`src/rtl/tlb4w_pkg.sv`:
```
// Shared types for the translation cache.
// Assumes: attribute field order {dirty, user, writable} from MSB to LSB.
package tlb4w_pkg;
    typedef struct packed {
        logic dirty;
        logic user;
        logic writable;
    } tlb_attr_t;
endpackage

```
`src/rtl/tlb4w_way.sv`:
```
// One way of the cache: per-set valid bit, page number, frame number, attributes.
// Assumes: flush has priority over a write in the same cycle; read is combinational.
module tlb4w_way
    import tlb4w_pkg::*;
#(
    parameter int SETS  = 8,
    parameter int VPN_W = 20,
    parameter int PFN_W = 20,
    localparam int IDX_W = $clog2(SETS)
) (
    input  logic             clk,
    input  logic             rst_n,
    input  logic             flush_i,
    input  logic             wr_en_i,
    input  logic [IDX_W-1:0] wr_idx_i,
    input  logic [VPN_W-1:0] wr_vpn_i,
    input  logic [PFN_W-1:0] wr_pfn_i,
    input  tlb_attr_t        wr_attr_i,
    input  logic [IDX_W-1:0] rd_idx_i,
    output logic             rd_valid_o,
    output logic [VPN_W-1:0] rd_vpn_o,
    output logic [PFN_W-1:0] rd_pfn_o,
    output tlb_attr_t        rd_attr_o
);
    logic [SETS-1:0] valid_q;
    logic [VPN_W-1:0] vpn_q  [SETS];
    logic [PFN_W-1:0] pfn_q  [SETS];
    tlb_attr_t        attr_q [SETS];

    // Valid bits: cleared by reset or flush, set by a write.
    always_ff @(posedge clk) begin
        if (!rst_n || flush_i) begin
            valid_q <= '0;
        end else if (wr_en_i) begin
            valid_q[wr_idx_i] <= 1'b1;
        end
    end

    // Payload storage: written on a non-flush write, no reset needed.
    always_ff @(posedge clk) begin
        if (wr_en_i && !flush_i) begin
            vpn_q[wr_idx_i]  <= wr_vpn_i;
            pfn_q[wr_idx_i]  <= wr_pfn_i;
            attr_q[wr_idx_i] <= wr_attr_i;
        end
    end

    // Read port: selected set.
    always_comb begin
        rd_valid_o = valid_q[rd_idx_i];
        rd_vpn_o   = vpn_q[rd_idx_i];
        rd_pfn_o   = pfn_q[rd_idx_i];
        rd_attr_o  = attr_q[rd_idx_i];
    end
endmodule

```
`src/rtl/tlb4w_victim.sv`:
```
// Victim selection: lowest invalid way, else the per-set round-robin pointer.
// Assumes: WAYS is a power of two; the pointer advances only when it is used.
module tlb4w_victim #(
    parameter int SETS = 8,
    parameter int WAYS = 4,
    localparam int IDX_W = $clog2(SETS),
    localparam int WAY_W = $clog2(WAYS)
) (
    input  logic             clk,
    input  logic             rst_n,
    input  logic [IDX_W-1:0] idx_i,
    input  logic [WAYS-1:0]  valid_i,
    input  logic             commit_i,
    output logic [WAY_W-1:0] way_o
);
    logic [WAY_W-1:0] ptr_q [SETS];
    logic [WAY_W-1:0] free_way;
    logic             any_free;

    // Find the lowest-numbered invalid way.
    always_comb begin
        free_way = '0;
        any_free = 1'b0;
        for (int w = WAYS - 1; w >= 0; w--) begin
            if (!valid_i[w]) begin
                free_way = WAY_W'(w);
                any_free = 1'b1;
            end
        end
        way_o = any_free ? free_way : ptr_q[idx_i];
    end

    // Round-robin pointers: step on an eviction from a full set.
    always_ff @(posedge clk) begin
        if (!rst_n) begin
            for (int s = 0; s < SETS; s++) ptr_q[s] <= '0;
        end else if (commit_i && !any_free) begin
            ptr_q[idx_i] <= ptr_q[idx_i] + 1'b1;
        end
    end
endmodule

```
`src/rtl/tlb4w.sv`:
```
// Set-associative translation cache top: one shared read of the selected set,
// tag compare, fill placement and registered lookup response.
// Assumes: fill beats lookup in a cycle; flush beats fill; reads see pre-flush state.
module tlb4w
    import tlb4w_pkg::*;
#(
    parameter int WAYS  = 4,
    parameter int SETS  = 8,
    parameter int VPN_W = 20,
    parameter int PFN_W = 20,
    parameter int OFS_W = 12,
    localparam int IDX_W = $clog2(SETS),
    localparam int WAY_W = $clog2(WAYS),
    localparam int LIN_W = VPN_W + OFS_W,
    localparam int PHY_W = PFN_W + OFS_W
) (
    input  logic             clk,
    input  logic             rst_n,
    input  logic             flush_i,
    input  logic             lkp_req_i,
    input  logic [LIN_W-1:0] lkp_lin_i,
    input  logic             fill_req_i,
    input  logic [VPN_W-1:0] fill_vpn_i,
    input  logic [PFN_W-1:0] fill_pfn_i,
    input  logic [2:0]       fill_attr_i,
    output logic             rsp_vld_o,
    output logic             rsp_hit_o,
    output logic [PHY_W-1:0] rsp_phys_o,
    output logic [2:0]       rsp_attr_o
);
    logic [VPN_W-1:0] cmp_vpn;
    logic [IDX_W-1:0] idx;
    logic             fill_go, lkp_go, any_hit, evict_commit;
    logic [WAYS-1:0]  rd_valid, hit_vec, wr_en;
    logic [VPN_W-1:0] rd_vpn  [WAYS];
    logic [PFN_W-1:0] rd_pfn  [WAYS];
    tlb_attr_t        rd_attr [WAYS];
    logic [WAY_W-1:0] hit_way, victim_way, wr_way;
    logic [PFN_W-1:0] sel_pfn;
    tlb_attr_t        sel_attr;

    // Port arbitration: the fill owns the single read of the set.
    always_comb begin
        fill_go = fill_req_i && !flush_i;
        lkp_go  = lkp_req_i && !fill_req_i;
        cmp_vpn = fill_req_i ? fill_vpn_i : lkp_lin_i[LIN_W-1:OFS_W];
        idx     = cmp_vpn[IDX_W-1:0];
    end

    for (genvar w = 0; w < WAYS; w++) begin : g_way
        tlb4w_way #(.SETS(SETS), .VPN_W(VPN_W), .PFN_W(PFN_W)) u_way (
            .clk       (clk),
            .rst_n     (rst_n),
            .flush_i   (flush_i),
            .wr_en_i   (wr_en[w]),
            .wr_idx_i  (idx),
            .wr_vpn_i  (fill_vpn_i),
            .wr_pfn_i  (fill_pfn_i),
            .wr_attr_i (tlb_attr_t'(fill_attr_i)),
            .rd_idx_i  (idx),
            .rd_valid_o(rd_valid[w]),
            .rd_vpn_o  (rd_vpn[w]),
            .rd_pfn_o  (rd_pfn[w]),
            .rd_attr_o (rd_attr[w])
        );
        // Tag compare for this way.
        assign hit_vec[w] = rd_valid[w] && (rd_vpn[w] == cmp_vpn);
        // Write enable for this way.
        assign wr_en[w]   = fill_go && (wr_way == WAY_W'(w));
    end

    // Hit encode and data select across the ways.
    always_comb begin
        hit_way  = '0;
        sel_pfn  = '0;
        sel_attr = '0;
        for (int w = 0; w < WAYS; w++) begin
            if (hit_vec[w]) begin
                hit_way  = WAY_W'(w);
                sel_pfn  = sel_pfn | rd_pfn[w];
                sel_attr = sel_attr | rd_attr[w];
            end
        end
        any_hit      = |hit_vec;
        evict_commit = fill_go && !any_hit;
        wr_way       = any_hit ? hit_way : victim_way;
    end

    tlb4w_victim #(.SETS(SETS), .WAYS(WAYS)) u_victim (
        .clk     (clk),
        .rst_n   (rst_n),
        .idx_i   (idx),
        .valid_i (rd_valid),
        .commit_i(evict_commit),
        .way_o   (victim_way)
    );

    // Response register: one cycle after an accepted lookup.
    always_ff @(posedge clk) begin
        if (!rst_n) begin
            rsp_vld_o  <= 1'b0;
            rsp_hit_o  <= 1'b0;
            rsp_phys_o <= '0;
            rsp_attr_o <= '0;
        end else begin
            rsp_vld_o  <= lkp_go;
            rsp_hit_o  <= lkp_go && any_hit;
            rsp_phys_o <= (lkp_go && any_hit) ? {sel_pfn, lkp_lin_i[OFS_W-1:0]} : '0;
            rsp_attr_o <= (lkp_go && any_hit) ? 3'(sel_attr) : '0;
        end
    end
endmodule

```
`config.mk`:
```
export PLATFORM = sky130hd
export DESIGN_NAME = tlb4w
export DESIGN_NICKNAME = d
export VERILOG_FILES = /design/src/rtl/tlb4w_pkg.sv /design/src/rtl/tlb4w_way.sv /design/src/rtl/tlb4w_victim.sv /design/src/rtl/tlb4w.sv
export SDC_FILE = /design/constraint.sdc
export NUM_CORES = 1
export LEC_CHECK = 0
export BUFFER_PORTS_ARGS = -buffer_cell sky130_fd_sc_hd__buf_4
export CORE_MARGIN = 4
export CORE_UTILIZATION = 30
export CTS_BUF_LIST = sky130_fd_sc_hd__clkbuf_4 sky130_fd_sc_hd__clkbuf_8
export CTS_CLUSTER_SIZE = 40
export DETAILED_ROUTE_END_ITERATION = 8
export PLACE_DENSITY_LB_ADDON = 0.05
export SYNTH_ARGS = -nofsm -noshare
export SYNTH_HDL_FRONTEND = slang
export SYNTH_SLANG_ARGS = --single-unit
```
`constraint.sdc`:
```
create_clock -name clk -period 9.4 [get_ports clk]
set_clock_uncertainty 0.05 [all_clocks]
set_input_delay 1.41 -clock clk [delete_from_list [all_inputs] [get_ports clk]]
set_output_delay 1.41 -clock clk [all_outputs]
set_load 0.01 [all_outputs]
```
==> impl_metrics.csv <==
group,metric,value,unit
detailed_routing,drc_errors,0,
sta,setup_ws,2.26,ns
sta,final-setup-viol-count,0,
logic_synthesis,avgSynthCellArea,16.2,um2
logic_synthesis,synth_seq_area_share,0.775,
pwr,p_switching,0.00332,W
pwr,p_per_area,215,mW/mm2
flow_run,cap_violations,0,
detailed_routing,dr.pass1.iters,5,
sta,tightest_slew,1.17,ns
sta,final_max_slew_viol_count,0,
setup_path,start_kind,"primary input",
clock_network,cts_tree,"built",
finish,multiInputGateArea,0.0118,mm2
detailed_routing,first_iter_violations,3069,
finish,nets,3829,
min_path,hold_path_depth,2,
pwr,power.internal,0.0108,W
floorplanning,start_util,0.303,
finish,drive_gt1_frac,0.198,
sta,max_freq,0.140,GHz
sta,fin_tns_setup,0,ns
floorplanning,die_x,439,um
clock_network,clockRootBuffer,"clkbuf_8",
sta,min_period,7.14,ns
logic_synthesis,synth_warnings,0,
finish,seq_area,0.0432,mm2
detailed_routing,avgRoutedWirePerCell,32.8,um
clock_network,cts-resized-gates,0,
clock_network,cts_buffers,283,
logic_synthesis,syn_area,0.0557,mm2
sta,period_share,0.760,
outcome,outcome,"completed",
sta,rsz0062_at_grt,"no",
setup_path,crit_required,9.94,ns
global_route,grt_max_degree,78,
placed_design,portBuffers,116,
clock_network,clkTransAtPathRegs,0.06,ns
finish,area_growth,17.5,%
placed_design,routabilityCongestion,0.779,
detailed_routing,viasPerCell,5.41,
finish,fillers,17635,
clock_network,cts_setup_buffers,0,
logic_synthesis,async_flop_share,0,
detailed_routing,drt-total-wl,210000,um
pwr,p_comb_frac,0.065,
pwr,clockPowerShare,0.425,
setup_path,r2r.worst_path.cells,11,
global_route,grt-ovfl-total,0,
pwr,p_leak,21.0,nW
sta,final_hold_viol_count,0,
clock_network,clk_path_buf_depth,4,
detailed_routing,vias,34637,
clock_network,postCtsHoldBufs,0,
finish,fin_util,0.356,
logic_synthesis,syn_nets,3518,
finish,fin_area,0.0655,mm2
logic_synthesis,syn-instance-count,3438,
global_route,grt_usage,0.214,
pwr,ir_drop,0.000119,V
floorplanning,ios,117,
logic_synthesis,ys.flop_type,"edfxtp_1",
pwr,pwr-share-seq,0.510,
logic_synthesis,synth-edff-count,1392,
clock_network,clk_latency,1.00,ns
floorplanning,coreArea,0.184,mm2
floorplanning,rows,157,
logic_synthesis,yosys_register_bits,1461,
pwr,finalPower,0.0141,W
floorplanning,fp.dieH,439,um
min_path,hold_path.class,"reg -> reg",
setup_path,path_max_fanout,37,
setup_path,crit_type,"in -> reg",
sta,max_slew_margin,0.211,
detailed_routing,antenna_left,0,
pwr,power_switching_share,0.236,
global_route,grt_pass1_wl,288000,um
global_route,antenna_found_initial,8,
setup_path,critical_path.endpoint_type,"flip-flop",
logic_synthesis,ys_types,84,
placed_design,hpwl,118000,um
placed_design,dpl_cell_area,0.0603,mm2
clock_network,htreeDepth,5,
global_route,grt_pass1_vias,35421,
placed_design,post-place-ws,1.23,ns
floorplanning,fp.dieArea,0.193,mm2
clock_network,clock-sinks,1461,
setup_path,cp.arrival,7.68,ns
==> worst max-delay path, stage by stage <==
cell      delay (ns)
buf_4           0.40
mux2i_4         0.73
buf_4           0.38
buf_4           0.45
nand2_1         0.11
a32o_1          0.26
a221oi_1        0.49
nand4_1         0.51
nor4_1          0.45
nand4_1         0.41
o311ai_4        0.31
nand3_1         0.28
nor2_4          0.87
buf_4           0.51
==> power by group through the flow <==
stage / sequential, W / combinational (W) / clock, W
5_1_grt: 0.00717 / 0.000975 / 0.00648
4_1_cts: 0.00717 / 0.000930 / 0.00618
3_3_place_gp: 0.00731 / 0.000925 / 0
6_report: 0.00717 / 0.000916 / 0.00599
2_1_floorplan: 0.00731 / 0.000455 / 0
3_5_place_dp: 0.00731 / 0.000927 / 0
==> synthesized netlist by cell type, drive strengths merged, types with 10 or more instances <==
cell,instances,area (um2)
buf,130,810
edfxtp,1392,41800
nand3,73,365
a222oi,48,480
mux2i,115,1150
o21ai,51,255
nand4,31,194
xnor2,23,201
nor2b,12,75.1
o221ai,23,201
clkbuf,109,410
a32oi,58,508
nand2,342,1290
a32o,11,110
o31a,17,149
a221o,18,180
nor4,46,294
o22ai,132,826
or4,16,124
nor2,58,220
o31ai,24,250
a31oi,44,275
o22a,11,96.3
and3,30,188
dfxtp,69,1380
xor2,14,123
or3,10,62.6
a21oi,156,781
and2,14,87.6
a22oi,111,833
nor3,59,355
a22o,53,464
a221oi,35,307
==> cell families (layout without fill, tap and decap cells) <==
group,after synthesis,count (layout),share of synthesized area
xor gates and xnor gates,37,37,0.00581
muxes,121,121,0.0220
other,0,3,0
DFF,1461,1461,0.775
buffers and inverters,244,742,0.0222
AOI/OAI and AO/OA,847,847,0.112
and+or+nand+nor,728,728,0.0638
==> cell usage in the layout (no fill, tap or decap), drive strengths merged, types with 51 or more instances in the layout <==
master / count
buf: 265
clkbuf: 389
o22ai: 132
dfxtp: 69
a22o: 53
a21oi: 156
nand3: 73
o21ai: 51
nand2: 342
nor2: 58
a32oi: 58
edfxtp: 1392
mux2i: 115
clkinv: 78
a22oi: 111
nor3: 59
==> cell type report <==
type | instances | area share
flip-flops and latches | 1461 | 0.659
well taps | 2464 | 0.0471
diodes | 3 | 0.000115
multi-input cells | 1733 | 0.180
clock buffers | 389 | 0.0731
repair buffers | 265 | 0.0336
inverters | 5 | 0.000287
clock inverters | 83 | 0.00650
==> routing by layer <==
layer,wire [um],track usage,up-vias
met5,0,0,-
met4,5310,0.0600,0
met3,11000,0.0342,333
met2,102000,0.358,1268
met1,92100,0.288,18433
li1,-,-,14603
==> state kept, by name, indices dropped and copies added, names as in the netlist <==
signal and cells:
g_way.u_way.valid_q 32, u_victim.ptr_q 16, g_way.u_way.pfn_q 640, rsp_attr_o 3
g_way.u_way.attr_q 96, rsp_phys_o 32, rsp_vld_o 1, rsp_hit_o 1
g_way.u_way.vpn_q 640
==> worst paths after layout <==
kind / startpoint / end / slack, ns
max reg2reg: g_way[2].u_way.vpn_q[5][15] / g_way[2].u_way.vpn_q[5][5] / 4.16
min: g_way[3].u_way.valid_q[7] / g_way[3].u_way.valid_q[7] / 0.40
min reg2reg: g_way[3].u_way.valid_q[7] / g_way[3].u_way.valid_q[7] / 0.40
max: fill_req_i / g_way[2].u_way.vpn_q[5][5] / 2.26
==> through the flow <==
step                hold slack, ns  cells
floorplan                    0.369   3438
global placement             0.387   5928
detailed placement           0.391   5928
CTS                          0.405   6400
global route                 0.419   6401
finish                       0.403   6403
No activity file was read; power rests on OpenSTA's default activity.
